--- src/rtl/qbp_pkg.sv ---
package qbp_pkg;
   // Number of oscillator cycles the strong pull-up burst lasts
   localparam int unsigned QBP_BOOST_DEFAULT = 2;
   // Number of synchronizer flops on the pin path
   localparam int unsigned QBP_SYNC_DEFAULT  = 2;

   // Write command after priority resolution
   typedef enum logic [1:0] {
      WR_NONE = 2'd0,
      WR_BYTE = 2'd1,
      WR_BIT  = 2'd2
   } wr_kind_e;
endpackage

--- src/rtl/qbp_sync.sv ---
module qbp_sync #(
   parameter int unsigned WIDTH  = 8,
   parameter int unsigned STAGES = 2
) (
   input  logic             clk,
   input  logic             rst_n,
   input  logic [WIDTH-1:0] d_in,
   output logic [WIDTH-1:0] d_out
);
   generate
      if (STAGES < 1) begin : g_bad
         $error("qbp_sync: STAGES must be at least 1");
      end
   endgenerate

   logic [WIDTH-1:0] stg [STAGES];

   generate
      for (genvar s = 0; s < STAGES; s++) begin : g_stage
         if (s == 0) begin : g_first
            always_ff @(posedge clk or negedge rst_n) begin
               if (!rst_n) stg[0] <= '1;
               else        stg[0] <= d_in;
            end
         end else begin : g_next
            always_ff @(posedge clk or negedge rst_n) begin
               if (!rst_n) stg[s] <= '1;
               else        stg[s] <= stg[s-1];
            end
         end
      end
   endgenerate

   assign d_out = stg[STAGES-1];
endmodule

--- src/rtl/qbp_latch.sv ---
module qbp_latch
   import qbp_pkg::*;
#(
   parameter int unsigned WIDTH = 8,
   localparam int unsigned IDX_W = (WIDTH > 1) ? $clog2(WIDTH) : 1
) (
   input  logic             clk,
   input  logic             rst_n,
   input  logic             wr_byte,
   input  logic [WIDTH-1:0] wr_byte_data,
   input  logic             wr_bit,
   input  logic [IDX_W-1:0] wr_bit_idx,
   input  logic             wr_bit_val,
   output logic [WIDTH-1:0] latch_q
);
   wr_kind_e         kind;
   logic [WIDTH-1:0] bit_mask;
   logic [WIDTH-1:0] latch_d;

   always_comb begin
      if (wr_byte)     kind = WR_BYTE;
      else if (wr_bit) kind = WR_BIT;
      else             kind = WR_NONE;
   end

   always_comb begin
      bit_mask = '0;
      bit_mask[wr_bit_idx] = 1'b1;
   end

   always_comb begin
      unique case (kind)
         WR_BYTE: latch_d = wr_byte_data;
         WR_BIT:  latch_d = wr_bit_val ? (latch_q | bit_mask)
                                       : (latch_q & ~bit_mask);
         default: latch_d = latch_q;
      endcase
   end

   always_ff @(posedge clk or negedge rst_n) begin
      if (!rst_n) latch_q <= '1;
      else        latch_q <= latch_d;
   end

   AST_LATCH_HOLD: assert property (@(posedge clk) disable iff (!rst_n)
      (!wr_byte && !wr_bit) |=> $stable(latch_q));
   AST_BYTE_WINS: assert property (@(posedge clk) disable iff (!rst_n)
      wr_byte |=> (latch_q == $past(wr_byte_data)));
   AST_BIT_ISOLATE: assert property (@(posedge clk) disable iff (!rst_n)
      (wr_bit && !wr_byte) |=>
         ((latch_q ^ $past(latch_q)) & ~(WIDTH'(1) << $past(wr_bit_idx))) == '0);
endmodule

--- src/rtl/qbp_boost.sv ---
module qbp_boost #(
   parameter int unsigned WIDTH  = 8,
   parameter int unsigned CYCLES = 2
) (
   input  logic             clk,
   input  logic             rst_n,
   input  logic [WIDTH-1:0] latch_q,
   input  logic [WIDTH-1:0] drv_q,
   output logic [WIDTH-1:0] strong_en
);
   localparam int unsigned CNT_W = $clog2(CYCLES + 1);

   generate
      if (CYCLES < 1) begin : g_bad
         $error("qbp_boost: CYCLES must be at least 1");
      end
   endgenerate

   // The drive register takes latch_q at the same edge, so a rise of the
   // drive is seen here as latch one over drive zero.
   logic [WIDTH-1:0] rise;
   assign rise = latch_q & ~drv_q;

   generate
      for (genvar i = 0; i < WIDTH; i++) begin : g_bit
         if (CYCLES == 1) begin : g_flop
            logic on_q;
            always_ff @(posedge clk or negedge rst_n) begin
               if (!rst_n) on_q <= 1'b0;
               else        on_q <= rise[i];
            end
            assign strong_en[i] = on_q;
         end else begin : g_count
            logic [CNT_W-1:0] cnt_q;
            always_ff @(posedge clk or negedge rst_n) begin
               if (!rst_n)              cnt_q <= '0;
               else if (rise[i])        cnt_q <= CNT_W'(CYCLES);
               else if (!latch_q[i])    cnt_q <= '0;
               else if (cnt_q != '0)    cnt_q <= cnt_q - 1'b1;
            end
            assign strong_en[i] = (cnt_q != '0);
         end

         AST_BOOST_START: assert property (@(posedge clk) disable iff (!rst_n)
            (drv_q[i] && !$past(drv_q[i])) |-> strong_en[i]);
         AST_BOOST_DRIVEN: assert property (@(posedge clk) disable iff (!rst_n)
            strong_en[i] |-> drv_q[i]);
      end
   endgenerate
endmodule

--- src/rtl/qbp_port.sv ---
module qbp_port
   import qbp_pkg::*;
#(
   parameter int unsigned WIDTH       = 8,
   parameter int unsigned SYNC_STAGES = QBP_SYNC_DEFAULT,
   parameter int unsigned BOOST_CYC   = QBP_BOOST_DEFAULT,
   localparam int unsigned IDX_W      = (WIDTH > 1) ? $clog2(WIDTH) : 1
) (
   input  logic             clk,
   input  logic             rst_n,
   input  logic             wr_byte,
   input  logic [WIDTH-1:0] wr_byte_data,
   input  logic             wr_bit,
   input  logic [IDX_W-1:0] wr_bit_idx,
   input  logic             wr_bit_val,
   input  logic             rmw_read,
   output logic [WIDTH-1:0] rd_data,
   input  logic [WIDTH-1:0] pin_in,
   output logic [WIDTH-1:0] pd_en,
   output logic [WIDTH-1:0] pu_strong,
   output logic [WIDTH-1:0] pu_weak,
   output logic [WIDTH-1:0] pu_vweak
);
   generate
      if (WIDTH < 1) begin : g_bad
         $error("qbp_port: WIDTH must be at least 1");
      end
   endgenerate

   logic [WIDTH-1:0] latch_q;
   logic [WIDTH-1:0] drv_q;
   logic [WIDTH-1:0] pin_s;

   qbp_latch #(.WIDTH(WIDTH)) u_latch (
      .clk          (clk),
      .rst_n        (rst_n),
      .wr_byte      (wr_byte),
      .wr_byte_data (wr_byte_data),
      .wr_bit       (wr_bit),
      .wr_bit_idx   (wr_bit_idx),
      .wr_bit_val   (wr_bit_val),
      .latch_q      (latch_q)
   );

   qbp_sync #(.WIDTH(WIDTH), .STAGES(SYNC_STAGES)) u_sync (
      .clk   (clk),
      .rst_n (rst_n),
      .d_in  (pin_in),
      .d_out (pin_s)
   );

   // Pad drive stage: one cycle behind the latch
   always_ff @(posedge clk or negedge rst_n) begin
      if (!rst_n) drv_q <= '1;
      else        drv_q <= latch_q;
   end

   qbp_boost #(.WIDTH(WIDTH), .CYCLES(BOOST_CYC)) u_boost (
      .clk       (clk),
      .rst_n     (rst_n),
      .latch_q   (latch_q),
      .drv_q     (drv_q),
      .strong_en (pu_strong)
   );

   assign pd_en    = ~drv_q;
   assign pu_vweak = drv_q;
   assign pu_weak  = pin_s;
   assign rd_data  = rmw_read ? latch_q : pin_s;

   AST_DRIVE_LAG: assert property (@(posedge clk) disable iff (!rst_n)
      1'b1 |=> (pd_en == ~$past(latch_q)));
   AST_VWEAK_OFF_LOW: assert property (@(posedge clk) disable iff (!rst_n)
      $fell(latch_q[0]) |=> !pu_vweak[0]);
endmodule

--- config.mk ---
export PLATFORM = sky130hd
export DESIGN_NAME = qbp_port
export DESIGN_NICKNAME = d
export VERILOG_FILES = /design/src/rtl/qbp_pkg.sv /design/src/rtl/qbp_sync.sv /design/src/rtl/qbp_latch.sv /design/src/rtl/qbp_boost.sv /design/src/rtl/qbp_port.sv
export SDC_FILE = /design/constraint.sdc
export NUM_CORES = 1
export LEC_CHECK = 0
export CAP_MARGIN = 20
export CORE_MARGIN = 1
export CORE_UTILIZATION = 40
export DETAILED_ROUTE_END_ITERATION = 6
export GPL_ROUTABILITY_DRIVEN = 0
export PLACE_DENSITY_LB_ADDON = 0.3
export SLEW_MARGIN = 20
export SYNTH_ARGS = -nofsm -noshare
export SYNTH_HDL_FRONTEND = slang
export SYNTH_SLANG_ARGS = --single-unit
export TNS_END_PERCENT = 10
--- constraint.sdc ---
create_clock -name clk -period 1 [get_ports clk]
set_input_delay 0.2 -clock clk [delete_from_list [all_inputs] [get_ports clk]]
set_output_delay 0.2 -clock clk [all_outputs]
set_load 0.01 [all_outputs]
==> flow_summary.yaml, run 1 <==
status:
  status: "finished, violations left"
  violations: "setup timing"
run:
  drv_cap: 0
sta:
  finalSetupViolCount: 57
  final_max_slew_viol_count: 0
  worstMarginPinSlew_ps: 321.9
  setup_slack_ps: -292.7
  slew_headroom_pct: 78.54
  fmax_mhz: 773.6
  fin_skew_ps: 4.372
  hold_viol: 0
  final.min_clock_period_ps: 1293
  setup-tns-final_ps: -10920
  rsz0062_at_grt: "yes"
  finalCritPeriodShare_pct: 129.3
detailed_routing:
  antenna_left: 0
  first_pass_iters: 4
  wl_per_cell_um: 13.17
  routed_wl_um: 4925
  drc: 0
  viasPerCell: 4.642
  vias: 1736
  drtIter0Drc: 55
pwr:
  clock_power_share_pct: 18.5
  pwr-share-comb_pct: 40.6
  p_leak_uw: 0.001725
  power_density_nw_per_um2: 1632
  vdd_ir_drop_max_mv: 0.9629
  netSwitchingPower_uw: 1613
  p_int_uw: 4201
  p_total_uw: 5814
  sw_frac_of_total_pct: 27.74
  seqPwrFrac_pct: 40.9
logic_synthesis:
  yosysSeqAreaShare_pct: 57.14
  syn_area_um2: 2172
  synth_seq_cells: 48
  ys_types: 28
  syn-instance-count: 180
  synth_fp_nets: 213
  synth_area_per_cell_um2: 12.07
  ys.warnings.count: 0
worst_setup_path:
  critPathMaxFanout: 2
  worstSetupStartpointType: "register"
  max_stage_delay_ps: 410
  crit_chain: "inv_1 -> ha_2 -> inv_2 -> buf_6"
  endpoint_kind: "output pin"
  cp.required_ps: 800
  cp.buffers_inverters: 3
  cp_slowest_cell: "dfrtp_1"
  cp.arrival_ps: 1090
  path_class: "register to output pin"
  cp_top_family: "flip-flops"
final_layout:
  n_antenna_cell: 0
  final_util_pct: 68.89
  final_cell_mix: "61 x buf_4, 38 x buf_6, 32 x dfstp_2"
  drive_gt1_share_pct: 65.46
  final_nets: 336
  layout_commonest_cell: "buf_4"
  areaGrowthSynthToFinish_pct: 64.06
  nFillCells: 399
  fin_cells: 374
die:
  die_area_um2: 5729
  rows: 26
  fp.dieH_um: 75.69
  coreArea_um2: 5172
  ios: 65
  die_w_um: 75.69
  start_util_pct: 41.99
clock_network:
  htree_levels: 2
  root_buffer: "clkbuf_8"
  clk_pin_slew_ps: 80
  cts_tree: "built"
  clk_latency_ps: 290
  cts.sinks: 48
  numCtsBuffers: 5
  cts_buffer_depth: 2
global_routing:
  grt_max_degree: 23
  grt_pass1_vias: 1756
  gr-total-overflow: 0
  grt_first_pass_wirelength_um: 7769
  grt_antenna_before_repair: 0
  grt_usage_pct: 18.58
placement:
  io_buffers: 64
  dp.cells: 356
  pre_cts_slack_ps: -899.7
  hpwl_um: 3601
min_path:
  hp-class: "primary input to register"
[power by group through the flow]
stage	logic [µW]	clock network, µW	registers, µW
finish	2360	1080	2380
global route	2590	1190	2410
CTS	2210	1120	2360
detailed placement	2040	0	2380
global placement	1980	0	2360
floorplan	843	0	2390
[worst paths after layout]
| path | start | end | slack, ps | depth (start not counted) |
|---|---|---|---|---|
| setup / recovery | u_boost.g_bit[5].g_count.cnt_q[0] | pu_strong[5] | -290 | 4 |
| hold / removal | pin_in[5] | u_sync.stg[13] | 300 | 1 |
| setup reg to reg | u_boost.g_bit[5].g_count.cnt_q[0] | u_boost.g_bit[5].g_count.cnt_q[0] | -230 | 6 |
| hold reg to reg | u_sync.stg[9] | u_sync.d_out[1] | 360 | 0 |
| max in group asynchronous | rst_n | u_sync.stg[14] | 180 | 3 |
| min in group asynchronous | rst_n | u_boost.g_bit[4].g_count.cnt_q[1] | 320 | 2 |
[worst register-to-register path, stage by stage, from the launching register on]
cell	delay (ps)
dfrtp_1	380
inv_1	60
ha_2	170
buf_4	130
buf_4	120
xnor2_1	150
and3_1	160
[per-layer routing]
| layer | GRT usage (%) | share of wire, % | up-vias |
|---|---|---|---|
| met5 | 0 | 0 | - |
| met4 | 8.436 | 1.6 | 0 |
| met3 | 3.836 | 4.2 | 7 |
| met2 | 32.34 | 55 | 46 |
| met1 | 22.20 | 40 | 848 |
| li1 | - | - | 835 |
[kinds of logic after synthesis]
group | synth area share (%)
AOI/OAI and AO/OA | 9.333
DFF | 57.14
buffers and inverters | 9.677
adders and majority gates | 4.608
xor gates and xnor gates | 3.226
muxes | 9.908
and+or+nand+nor | 6.107
[through the flow]
| step | cell area, µm² | hold WS, ps |
|---|---|---|
| final | 3563 | 303.2 |
| after global routing | 3563 | 289.4 |
| after CTS | 3431 | 297.4 |
| after detailed placement | 3263 | 112.9 |
| after global placement | 3263 | 111.1 |
| after floorplan | 2173 | -95.59 |
[Yosys cell counts]
cell	count	share of area, %
nand2_1	4	0.69
a211oi_1	1	0.35
and3_1	8	2.3
xnor2_1	8	3.2
dfrtp_1	16	18
a21oi_1	5	1.2
nand4_1	1	0.29
mux2_2	12	6.2
a21o_1	1	0.35
buf_2	3	0.69
a31oi_1	2	0.58
dfstp_2	32	39
buf_4	8	2.8
and3b_1	1	0.40
a311oi_1	2	0.81
clkbuf_1	2	0.35
and4bb_4	1	0.75
a22oi_1	1	0.35
nand2b_1	1	0.29
a31o_2	3	1.2
nor2b_1	3	0.86
a32o_1	3	1.4
o21a_1	8	2.8
ha_1	8	4.6
a22o_1	1	0.40
mux2i_1	8	3.7
inv_1	34	5.9
nor2_1	3	0.52
[repair_timing]
| item | in CTS | in global routing |
|---|---|---|
| hold buffers | 1 | 0 |
| setup buffers | 6 | 3 |
| resized for setup | 222 | 30 |
| endpoints found under the setup margin | 64 | 63 |
| pin swaps | 16 | 5 |
| endpoints found under the hold margin | 1 | 0 |
[area by class of cell]
type / instances / area, µm² / share of cell area, %
Sequential cell: 48 / 1241 / 34.83
Timing Repair Buffer: 129 / 1192 / 33.46
Multi-Input combinational cell: 85 / 833.3 / 23.38
Inverter: 34 / 127.6 / 3.581
Tap cell: 70 / 87.58 / 2.458
Clock buffer: 7 / 76.32 / 2.142
Clock inverter: 1 / 5.005 / 0.1404
No activity file was read; power rests on OpenSTA's default activity.
==> run 2: changes to the inputs <==
--- a/config.mk
+++ b/config.mk
@@ -7,7 +7,7 @@
 export LEC_CHECK = 0
 export CAP_MARGIN = 20
 export CORE_MARGIN = 1
-export CORE_UTILIZATION = 40
+export CORE_UTILIZATION = 42
 export DETAILED_ROUTE_END_ITERATION = 6
 export GPL_ROUTABILITY_DRIVEN = 0
 export PLACE_DENSITY_LB_ADDON = 0.3
==> run 2 against run 1 <==
Compared with the run above: the run still ends with setup timing left; wire length rose by 0.89%; largest cell class unchanged; sequential power barely moved; die area is 4.6% lower; final area up 0.18%; clock skew barely moved; global-route usage up 1.9 points; maximum frequency is 0.91% lower; worst setup slack got worse by 12 ps.
==> flow_summary.yaml, run 2 (synthesis results as in run 1) <==
pwr:
  vdd_ir_drop_max_mv: 1.076
  sw_frac_of_total_pct: 27.95
  power_density_nw_per_um2: 1658
  netSwitchingPower_uw: 1654
  p_total_uw: 5918
  clock_power_share_pct: 19.7
  seqPwrFrac_pct: 40.1
  p_leak_uw: 0.001737
  p_int_uw: 4264
  pwr-share-comb_pct: 40.2
die:
  die_area_um2: 5463
  fp.dieH_um: 73.92
  ios: 65
  die_w_um: 73.92
  start_util_pct: 44.80
  rows: 25
  coreArea_um2: 4848
final_layout:
  final_cell_mix: "61 x buf_4, 37 x buf_6, 32 x dfstp_2"
  n_antenna_cell: 0
  layout_commonest_cell: "buf_4"
  drive_gt1_share_pct: 66.78
  areaGrowthSynthToFinish_pct: 64.34
  nFillCells: 341
  fin_cells: 371
  fin_area_um2: 3570
  final_nets: 336
  final_util_pct: 73.63
worst_setup_path:
  cp.required_ps: 800
  worstSetupStartpointType: "register"
  cp_top_family: "flip-flops"
  cp_slowest_cell: "dfstp_2"
  max_stage_delay_ps: 560
  crit_chain: "mux2_4 -> buf_6"
  path_depth: 2
  path_class: "register to output pin"
  reg2reg_depth: 6
  cp.buffers_inverters: 1
  endpoint_kind: "output pin"
  critPathMaxFanout: 2
  cp.arrival_ps: 1100
min_path:
  hold_path_depth: 1
  hp-class: "primary input to register"
placement:
  hpwl_um: 3563
  dp.cells: 356
  dpl-instance-area_um2: 3257
  io_buffers: 64
sta:
  worstMarginPinSlew_ps: 251.2
  setup-tns-final_ps: -10710
  rsz0062_at_grt: "yes"
  fin_skew_ps: 4.657
  final.min_clock_period_ps: 1305
  setup_slack_ps: -304.5
  slew_headroom_pct: 83.25
  finalCritPeriodShare_pct: 130.5
  fmax_mhz: 766.6
  final_max_slew_viol_count: 0
  hold_viol: 0
  finalSetupViolCount: 56
detailed_routing:
  wl_per_cell_um: 13.39
  vias: 1723
  viasPerCell: 4.644
  routed_wl_um: 4969
  first_pass_iters: 4
  antenna_left: 0
  drtIter0Drc: 50
  drc: 0
global_routing:
  grt_antenna_before_repair: 0
  grt_usage_pct: 20.44
  grt_pass1_vias: 1807
  gr-total-overflow: 0
  grt_max_degree: 49
  grt_first_pass_wirelength_um: 8093
clock_network:
  numCtsBuffers: 5
  root_buffer: "clkbuf_8"
  cts_tree: "built"
  htree_levels: 2
  cts.sinks: 48
  clk_latency_ps: 300
  clk_pin_slew_ps: 80
  cts_buffer_depth: 2
run:
  drv_cap: 0
status:
  status: "finished, violations left"
  violations: "setup timing"
[run 2: cell type report]
class                   instances  area, µm²  share of cell area [%]
clock buffers                   8      90.09                   2.524
well taps                      67      83.83                   2.348
inverters                      34      127.6                   3.575
repair buffers                129       1155                   32.35
flip-flops and latches         48       1241                   34.77
multi-input cells              85      872.1                   24.43
[run 2: metal layers]
layer  GRT usage, %  part of all wire [%]
met4          9.615                   1.9
met2          34.14                    51
met3          4.527                   5.4
met1          25.13                    42
met5              0                     0
[run 2: worst reg2reg max path, stage by stage, from the launching register on]
cell,delay [ps]
dfrtp_1,370
inv_1,90
ha_2,200
inv_2,40
buf_4,130
mux2i_1,110
o21a_1,170
[run 2: path summary, 6_finish.rpt]
kind	endpoint	slack (ps)	startpoint
min in group asynchronous	u_boost.g_bit[4].g_count.cnt_q[0]	410	rst_n
max in group asynchronous	pu_vweak[7]	320	rst_n
setup / recovery	rd_data[4]	-300	u_sync.d_out[4]
setup reg to reg	u_boost.g_bit[3].g_count.cnt_q[1]	-200	u_boost.g_bit[3].g_count.cnt_q[1]
hold reg to reg	u_sync.d_out[3]	360	u_sync.stg[11]
hold / removal	u_sync.stg[10]	300	pin_in[2]
[run 2: power by group through the flow]
stage                     Sequential [µW]  Clock [µW]  Combinational (µW)
after global routing                 2410        1300                2580
after global placement               2360           0                1990
after detailed placement             2370           0                2060
after floorplan                      2390           0                 843
after CTS                            2360        1210                2170
final                                2380        1160                2380
[run 2: metrics by stage]
step	worst slack (ps)	hold slack (ps)
after detailed placement	-867.1	198.9
after CTS	-300.1	288.0
final	-304.5	296.7
after global routing	-368.7	280.4
after global placement	-853.4	200.6
after floorplan	-45.96	-95.59
[run 2: timing repair]
| action | 4_1_cts | 5_1_grt |
|---|---|---|
| hold buffers | 1 | 0 |
| hold endpoints to repair | 16 | 0 |
| setup buffers | 5 | 1 |
| pin swaps | 15 | 7 |
| resized for setup | 218 | 37 |
| endpoints found under the setup margin | 64 | 61 |
| cloned | 0 | 0 |
==> run 3: changes to the inputs <==
--- a/config.mk
+++ b/config.mk
@@ -6,7 +6,7 @@
 export NUM_CORES = 1
 export LEC_CHECK = 0
 export CAP_MARGIN = 20
-export CORE_MARGIN = 1
+export CORE_MARGIN = 4
 export CORE_UTILIZATION = 42
 export DETAILED_ROUTE_END_ITERATION = 6
 export GPL_ROUTABILITY_DRIVEN = 0
==> run 3 against run 2 <==
Compared with the run above: the run still ends with setup timing left; clock skew about the same; clock power is essentially flat; non-clock buffer count is 4 higher; sequential power about the same; wire length up 7.6%; flip-flop and latch count stayed put; largest power group is now combinational logic.
==> flow_summary.yaml, run 3 (synthesis results as in run 1) <==
status:
  status: "finished, violations left"
  violations: "setup timing"
sta:
  finalCritPeriodShare_pct: 129.7
  finalSetupViolCount: 61
  slew_headroom_pct: 79.08
  fin_skew_ps: 4.416
  setup_slack_ps: -297.1
  worstMarginPinSlew_ps: 313.8
  final.min_clock_period_ps: 1297
  fin_hold_ws_ps: 301.9
  final_max_slew_viol_count: 0
  fmax_mhz: 771.0
  rsz0062_at_grt: "yes"
  hold_viol: 0
final_layout:
  fin_cells: 375
  nFillCells: 348
  final_cell_mix: "61 x buf_4, 44 x buf_6, 32 x dfstp_2"
  final_util_pct: 74.85
  drive_gt1_share_pct: 68.18
  areaGrowthSynthToFinish_pct: 68.15
  final_nets: 340
  layout_commonest_cell: "buf_4"
  n_antenna_cell: 0
global_routing:
  grt_antenna_before_repair: 0
  use_met1_pct: 22.25
  grt_util_met3_pct: 5.192
  grt_usage_pct: 18.44
  gr-total-overflow: 0
  grtUsageMet2_pct: 31.71
  top_usage_layer: "met2"
  grt_max_degree: 49
  grt_first_pass_wirelength_um: 9135
  grt_pass1_vias: 1908
detailed_routing:
  vias: 1736
  wl_per_cell_um: 14.26
  drtIter0Drc: 73
  routed_wl_um: 5349
  drc: 0
  antenna_left: 0
  viasPerCell: 4.629
  first_pass_iters: 4
worst_setup_path:
  path_class: "register to output pin"
  critPathMaxFanout: 2
  endpoint_kind: "output pin"
  cp.arrival_ps: 1100
  worstSetupStartpointType: "register"
  cp.required_ps: 800
die:
  ios: 65
  coreArea_um2: 4880
  fp.dieH_um: 79.92
  die_w_um: 79.92
  die_area_um2: 6386
  start_util_pct: 44.51
  rows: 25
clock_network:
  clk_pin_slew_ps: 80
  clk_latency_ps: 290
  cts_buffer_depth: 2
  htree_levels: 2
  root_buffer: "clkbuf_8"
  cts_tree: "built"
  cts.sinks: 48
  numCtsBuffers: 5
pwr:
  p_leak_uw: 0.001775
  vdd_ir_drop_max_mv: 0.9607
  power_density_nw_per_um2: 1647
  p_total_uw: 6017
placement:
  io_buffers: 64
  pre_cts_slack_ps: -878.7
  dp.cells: 356
  hpwl_um: 3736
min_path:
  hp-class: "primary input to register"
run:
  drv_cap: 0
run 3: cell count changes in the layout (fill, tap and decap cells not counted), moves of 3 or more:
cell / change
inv_2: +4
buf_2: -3
buf_6: +7
inv_1: -4
run 3: cell type report:
type                            count  area [µm²]  share of cell area (%)
Clock buffer                        6       82.58                   2.261
Clock inverter                      2       10.01                  0.2741
Inverter                           34       127.6                   3.494
Multi-Input combinational cell     85       887.1                   24.29
Sequential cell                    48        1241                   33.98
Tap cell                           67       83.83                   2.295
Timing Repair Buffer              133        1220                   33.40
run 3: worst paths after layout:
path | depth (start not counted) | startpoint | endpoint | slack, ps
hold reg to reg | 0 | u_sync.stg[9] | u_sync.d_out[1] | 360
hold / removal | 1 | pin_in[0] | u_sync.stg[8] | 300
min in group asynchronous | 3 | rst_n | u_boost.g_bit[3].g_count.cnt_q[1] | 390
max in group asynchronous | 3 | rst_n | u_sync.stg[14] | 320
setup / recovery | 2 | u_sync.d_out[2] | rd_data[2] | -300
setup reg to reg | 6 | u_boost.g_bit[3].g_count.cnt_q[0] | u_boost.g_bit[3].g_count.cnt_q[1] | -170
run 3: power breakdown:
group | internal (µW) | switching (µW) | total (µW) | leakage, µW
sequential | 2240 | 135 | 2370 | 0.000545
combinational | 1520 | 957 | 2480 | 0.00118
clock | 552 | 613 | 1160 | 0.0000510
total | 4310 | 1710 | 6020 | 0.00178
run 3: critical path, stage by stage (launching register included):
cell	delay [ps]
dfstp_2	560
mux2_4	150
buf_6	90
run 3: metrics by stage:
| stage | area, µm² | TNS, ps |
|---|---|---|
| 6_report | 3652 | -10760 |
| 5_1_grt | 3652 | -13450 |
| 4_1_cts | 3505 | -11130 |
| 3_5_place_dp | 3257 | -22470 |
| 3_3_place_gp | 3257 | -21490 |
| 2_1_floorplan | 2173 | -373.9 |
run 3: metal layers:
| metal | up-vias | part of all wire [%] |
|---|---|---|
| li1 | 841 | - |
| met1 | 836 | 40 |
| met2 | 53 | 52 |
| met3 | 6 | 6.8 |
| met4 | 0 | 1.4 |
| met5 | - | 0 |
run 3: timing repair:
item	4_1_cts	5_1_grt
endpoints found under the hold margin	16	0
hold buffers	1	0
setup buffers	6	4
pin swaps	19	6
setup endpoints to repair	64	64
cloned	0	0
resized for setup	234	29
